## src/rtl/xcvr_pkg.sv

```systemverilog
package xcvr_pkg;
  typedef enum logic [1:0] {
    MODE_HOLD    = 2'd0,
    MODE_PASS    = 2'd1,
    MODE_CAPTURE = 2'd2
  } store_mode_e;
endpackage

```

## src/rtl/xcvr_strobe_edge.sv

```systemverilog
module xcvr_strobe_edge (
  input  logic clk,
  input  logic stb,
  output logic rise
);
  logic stb_q;

  // Previous sample; tracks the strobe even during reset so no false edge follows it.
  always_ff @(posedge clk) begin
    stb_q <= stb;
  end

  assign rise = stb & ~stb_q;
endmodule

```

## src/rtl/xcvr_path.sv

```systemverilog
module xcvr_path
  import xcvr_pkg::*;
#(
  parameter int W      = 18,
  parameter bit OE_LOW = 1'b0
) (
  input  logic         clk,
  input  logic         rst,
  input  logic [W-1:0] din,
  input  logic         le,
  input  logic         stb,
  input  logic         en,
  output logic [W-1:0] dout,
  output logic         oe
);
  logic        rise;
  logic        en_act;
  store_mode_e mode;
  logic [W-1:0] store_q;
  logic         oe_q;

  xcvr_strobe_edge i_edge (
    .clk  (clk),
    .stb  (stb),
    .rise (rise)
  );

  generate
    if (OE_LOW) begin : g_oe_low
      assign en_act = ~en;
    end else begin : g_oe_high
      assign en_act = en;
    end
  endgenerate

  always_comb begin
    if (le)        mode = MODE_PASS;
    else if (rise) mode = MODE_CAPTURE;
    else           mode = MODE_HOLD;
  end

  always_ff @(posedge clk) begin
    if (rst) begin
      store_q <= '0;
      oe_q    <= 1'b0;
    end else begin
      oe_q <= en_act;
      case (mode)
        MODE_PASS, MODE_CAPTURE: store_q <= din;
        default:                 store_q <= store_q;
      endcase
    end
  end

  assign dout = store_q;
  assign oe   = oe_q;
endmodule

```

## src/rtl/dual_path_xcvr.sv

```systemverilog
module dual_path_xcvr #(
  parameter int DATA_W = 18
) (
  input  logic              clk,
  input  logic              rst,
  input  logic [DATA_W-1:0] a_in,
  output logic [DATA_W-1:0] a_out,
  output logic              a_oe,
  input  logic [DATA_W-1:0] b_in,
  output logic [DATA_W-1:0] b_out,
  output logic              b_oe,
  input  logic              ab_le,
  input  logic              ab_stb,
  input  logic              ab_en,
  input  logic              ba_le,
  input  logic              ba_stb,
  input  logic              ba_en_n
);
  xcvr_path #(.W(DATA_W), .OE_LOW(1'b0)) i_ab (
    .clk  (clk),
    .rst  (rst),
    .din  (a_in),
    .le   (ab_le),
    .stb  (ab_stb),
    .en   (ab_en),
    .dout (b_out),
    .oe   (b_oe)
  );

  xcvr_path #(.W(DATA_W), .OE_LOW(1'b1)) i_ba (
    .clk  (clk),
    .rst  (rst),
    .din  (b_in),
    .le   (ba_le),
    .stb  (ba_stb),
    .en   (ba_en_n),
    .dout (a_out),
    .oe   (a_oe)
  );
endmodule

```

## config.mk

```make
export PLATFORM = sky130hd
export DESIGN_NAME = dual_path_xcvr
export DESIGN_NICKNAME = d
export VERILOG_FILES = /design/src/rtl/xcvr_pkg.sv /design/src/rtl/xcvr_strobe_edge.sv /design/src/rtl/xcvr_path.sv /design/src/rtl/dual_path_xcvr.sv
export SDC_FILE = /design/constraint.sdc
export NUM_CORES = 1
export LEC_CHECK = 0
export ABC_AREA = 0
export BUFFER_PORTS_ARGS = -buffer_cell sky130_fd_sc_hd__buf_2
export CAP_MARGIN = 10
export CORE_MARGIN = 2
export CORE_UTILIZATION = 46
export CTS_CLUSTER_DIAMETER = 40
export DETAILED_ROUTE_END_ITERATION = 6
export PLACE_DENSITY = 0.84
export SYNTH_ARGS = -nofsm -noshare
export SYNTH_HDL_FRONTEND = slang
export SYNTH_SLANG_ARGS = --single-unit
```

## constraint.sdc

```tcl
create_clock -name clk -period 1.4 [get_ports clk]
set_input_delay 0.07 -clock clk [delete_from_list [all_inputs] [get_ports clk]]
set_output_delay 0.07 -clock clk [all_outputs]
set_load 0.02 [all_outputs]
```

==> key figures <==
STA
  – Worst-margin pin slew: 0.215 ns
  – Final setup viols: 0
  – Post-layout min period: 1.14 ns
  – Setup tns final: 0 ns
  – Max Slew Vio Count: 0
  – RSZ-0062 raised after global routing: false
  – Period utilization: 81.2%
  – Worst slew margin: 85.7%
  – Final Hold Viols: 0
  – Worst Skew: 0.00432 ns
  – Fmax: 0.880 GHz

Pwr
  – Pwr dens: 1070 mW/mm^2
  – Overall power: 2.47 mW
  – Worst VDD drop: 685 uV
  – Leakage: 1.12 nW

Clock network
  – CTS buffer count: 5
  – Count of hold-fix buffers inserted at cts: 4
  – Sink Count: 40
  – Post_cts resized: 0
  – Clock buffer depth: 2
  – TritonCTS clock tree: done
  – Clock transition at the registers of the reported paths: 0.07 ns
  – Root buffer cell: clkbuf_8
  – Latest clock arrival within the worst-skew pair: 0.28 ns
  – H-tree levels: 2
  – Post-CTS setup buffers: 0

Synth
  – Number of synthesized flops with an enable pin: 0
  – Most common cell in the netlist: nand2b_1
  – Post-synthesis sequential area ratio: 45.8%
  – Synth area leader: dfxtp_1
  – Post-synth net total: 210
  – Asr flop ratio synth: 0%
  – Primary FF master, synth: dfxtp_1
  – Yosys reg bits: 40
  – Yosys warns: 0
  – Top cell type's share of synthesized area: 45.8%
  – Cell Area, Synth: 0.00175 sq mm
  – Mean area per synthesized cell: 10.5 sq um
  – Top cells by area, synth: dfxtp_1 46%, nand2b_1 26%, mux2i_1 21%, buf_12 2.3%, buf_6 1.9%
  – Synth top cells by count: 72 x nand2b_1, 40 x dfxtp_1, 36 x mux2i_1
  – Cells after Synth: 166
  – Unique masters post-synth: 10

Setup path
  – Crit. End Element: flip-flop
  – R2R depth: 4
  – Worst path slowest cell: dlygate4sd3_1
  – Worst Path Required: 1.60 ns
  – CP max FO: 18
  – CP Cell Sequence: dlygate4sd3_1 > buf_2 > a21oi_2 > buf_12 > mux2i_1
  – Launch point of the worst reg-to-reg path: i_ab.i_edge.stb_q
  – Worst setup SP type: primary input
  – Slowest stage delay, CP: 0.54 ns
  – Worst EP arrival: 1.34 ns
  – R2R Path End: i_ab.dout[7]
  – Setup Crit Path Kind: primary input to flip-flop
  – Reg2Reg Setup Slack: 0.36 ns

Die
  – Core area: 0.00366 sq mm
  – DIE WIDTH: 65.6 um
  – Row cnt: 22
  – DIE AREA: 0.00431 sq mm
  – Ports: 82
  – Die height: 65.6 um
  – Initial core utilization: 47.7%

Detailed routing
  – Residual DRC: 0
  – Iteration-0 DRC count of the detailed router: 40
  – Post-Route WL: 3.30 mm
  – Drt pass-1 iters: 4
  – Avg Vias per Cell: 4.52
  – Antenna violation net count after detailed routing: 0
  – Drt wl/cell: 11.1 um
  – Via Count: 1348

GRT
  – Congestion Overflow GR: 0
  – GRT busiest layer: met2
  – Vias in the first global route: 1293
  – Largest net degree at the start of global routing: 75
  – Total GRT Usage: 16.4%
  – M3 GR Usage: 6.34%
  – Global-route wire length before repair: 5.47 mm
  – Met1 Use GR: 18.4%
  – Initial antenna violation count: 0
  – GR Util met2: 27.5%

Status
  – Status: completed

Final layout
  – Synth-to-layout area growth: 31.9%
  – Layout cells sized above 1: 37.6%
  – ANT cells: 0
  – Final net count: 293

Run
  – Max Cap Viol: 0

Hold path
  – Hold Crit Endpoint: i_ab.dout[14]
  – Worst hold path type: primary input to flip-flop
  – Hold Path Stages: 3
  – Hold Crit Start: a_in[14]

Placement
  – Dpl hpwl: 2.32 mm
  – Buffers on Ports: 81
  – Global placer's final weighted congestion: 0.727
## how the worst max path moves through the flow
stage | slack (ns) | endpoint | from
after CTS | 0.26 | i_ab.dout[7] | ab_stb
after global routing | 0.22 | i_ab.dout[7] | ab_stb
after detailed placement | 0.37 | i_ba.dout[6] | i_ba.i_edge.stb_q
after floorplan | 0.42 | i_ab.dout[10] | i_ab.i_edge.stb_q
after global placement | 0.43 | i_ba.dout[15] | i_ba.i_edge.stb_q
final | 0.26 | i_ab.dout[7] | ab_stb
## worst max-delay path: cells and delay by family
kind,cells,cell delay [ns]
multiplexers,1,0.22
buffers and inverters,3,0.87
AO/OA/AOI/OAI,1,0.17
## metrics by stage
stage / utilization (%) / hold slack, ns / worst slack (ns) / cell area, sq um / instances
after floorplan: - / 0.0977 / 0.417 / 1750 / 166
after global placement: 59.3 / 0.198 / 0.433 / 2170 / 286
after detailed placement: 59.3 / 0.200 / 0.367 / 2170 / 286
after CTS: 63.0 / 0.0295 / 0.257 / 2300 / 298
after global routing: 63.0 / 0.0312 / 0.218 / 2300 / 298
final: 63.0 / 0.0333 / 0.264 / 2300 / 298
## cell families (layout without fill, tap and decap cells)
family / after synthesis / in the layout / share of synthesized area [%]
flip-flops: 40 / 40 / 45.8
AND/OR/NAND/NOR: 74 / 74 / 26.4
buffers and inverters: 14 / 98 / 6.16
multiplexers: 36 / 36 / 20.6
AO/OA/AOI/OAI: 2 / 2 / 1.00
## power by group
group	leakage (nW)	internal, mW	switching [mW]
sequential	0.332	1.22	0.0357
combinational	0.735	0.219	0.236
clock	0.0510	0.393	0.366
## area by class of cell
cell class | count | area [sq um]
fillers | 340 | 1360
repair buffers | 88 | 505
flip-flops and latches | 40 | 801
clock inverters | 2 | 10.0
multi-input cells | 112 | 838
clock buffers | 6 | 82.6
inverters | 2 | 7.51
well taps | 48 | 60.1
## cells in the final DEF (no fill, tap or decap)
cell,count
clkinv_2,2
buf_12,3
buf_2,81
mux2i_1,36
dfxtp_1,40
nor2b_1,1
clkbuf_8,6
nand2b_1,72
inv_1,2
dlygate4sd3_1,4
a21oi_2,2
nor2_1,1
## flip-flops by register name, indices dropped and copies added, names as in the netlist
| signal | flops |
|---|---|
| i_ab.dout | 18 |
| i_ab.i_edge.stb_q | 1 |
| i_ab.oe | 1 |
| i_ba.oe | 1 |
| i_ba.i_edge.stb_q | 1 |
| i_ba.dout | 18 |
## per-layer routing
layer	wire [um]	part of all wire, %	up-vias
met5	0	0	-
met4	50	1.5	0
met3	250	7.6	6
met2	1640	50	40
met1	1360	41	612
li1	-	-	690
Note: power is estimated with default switching activity, not from simulation.
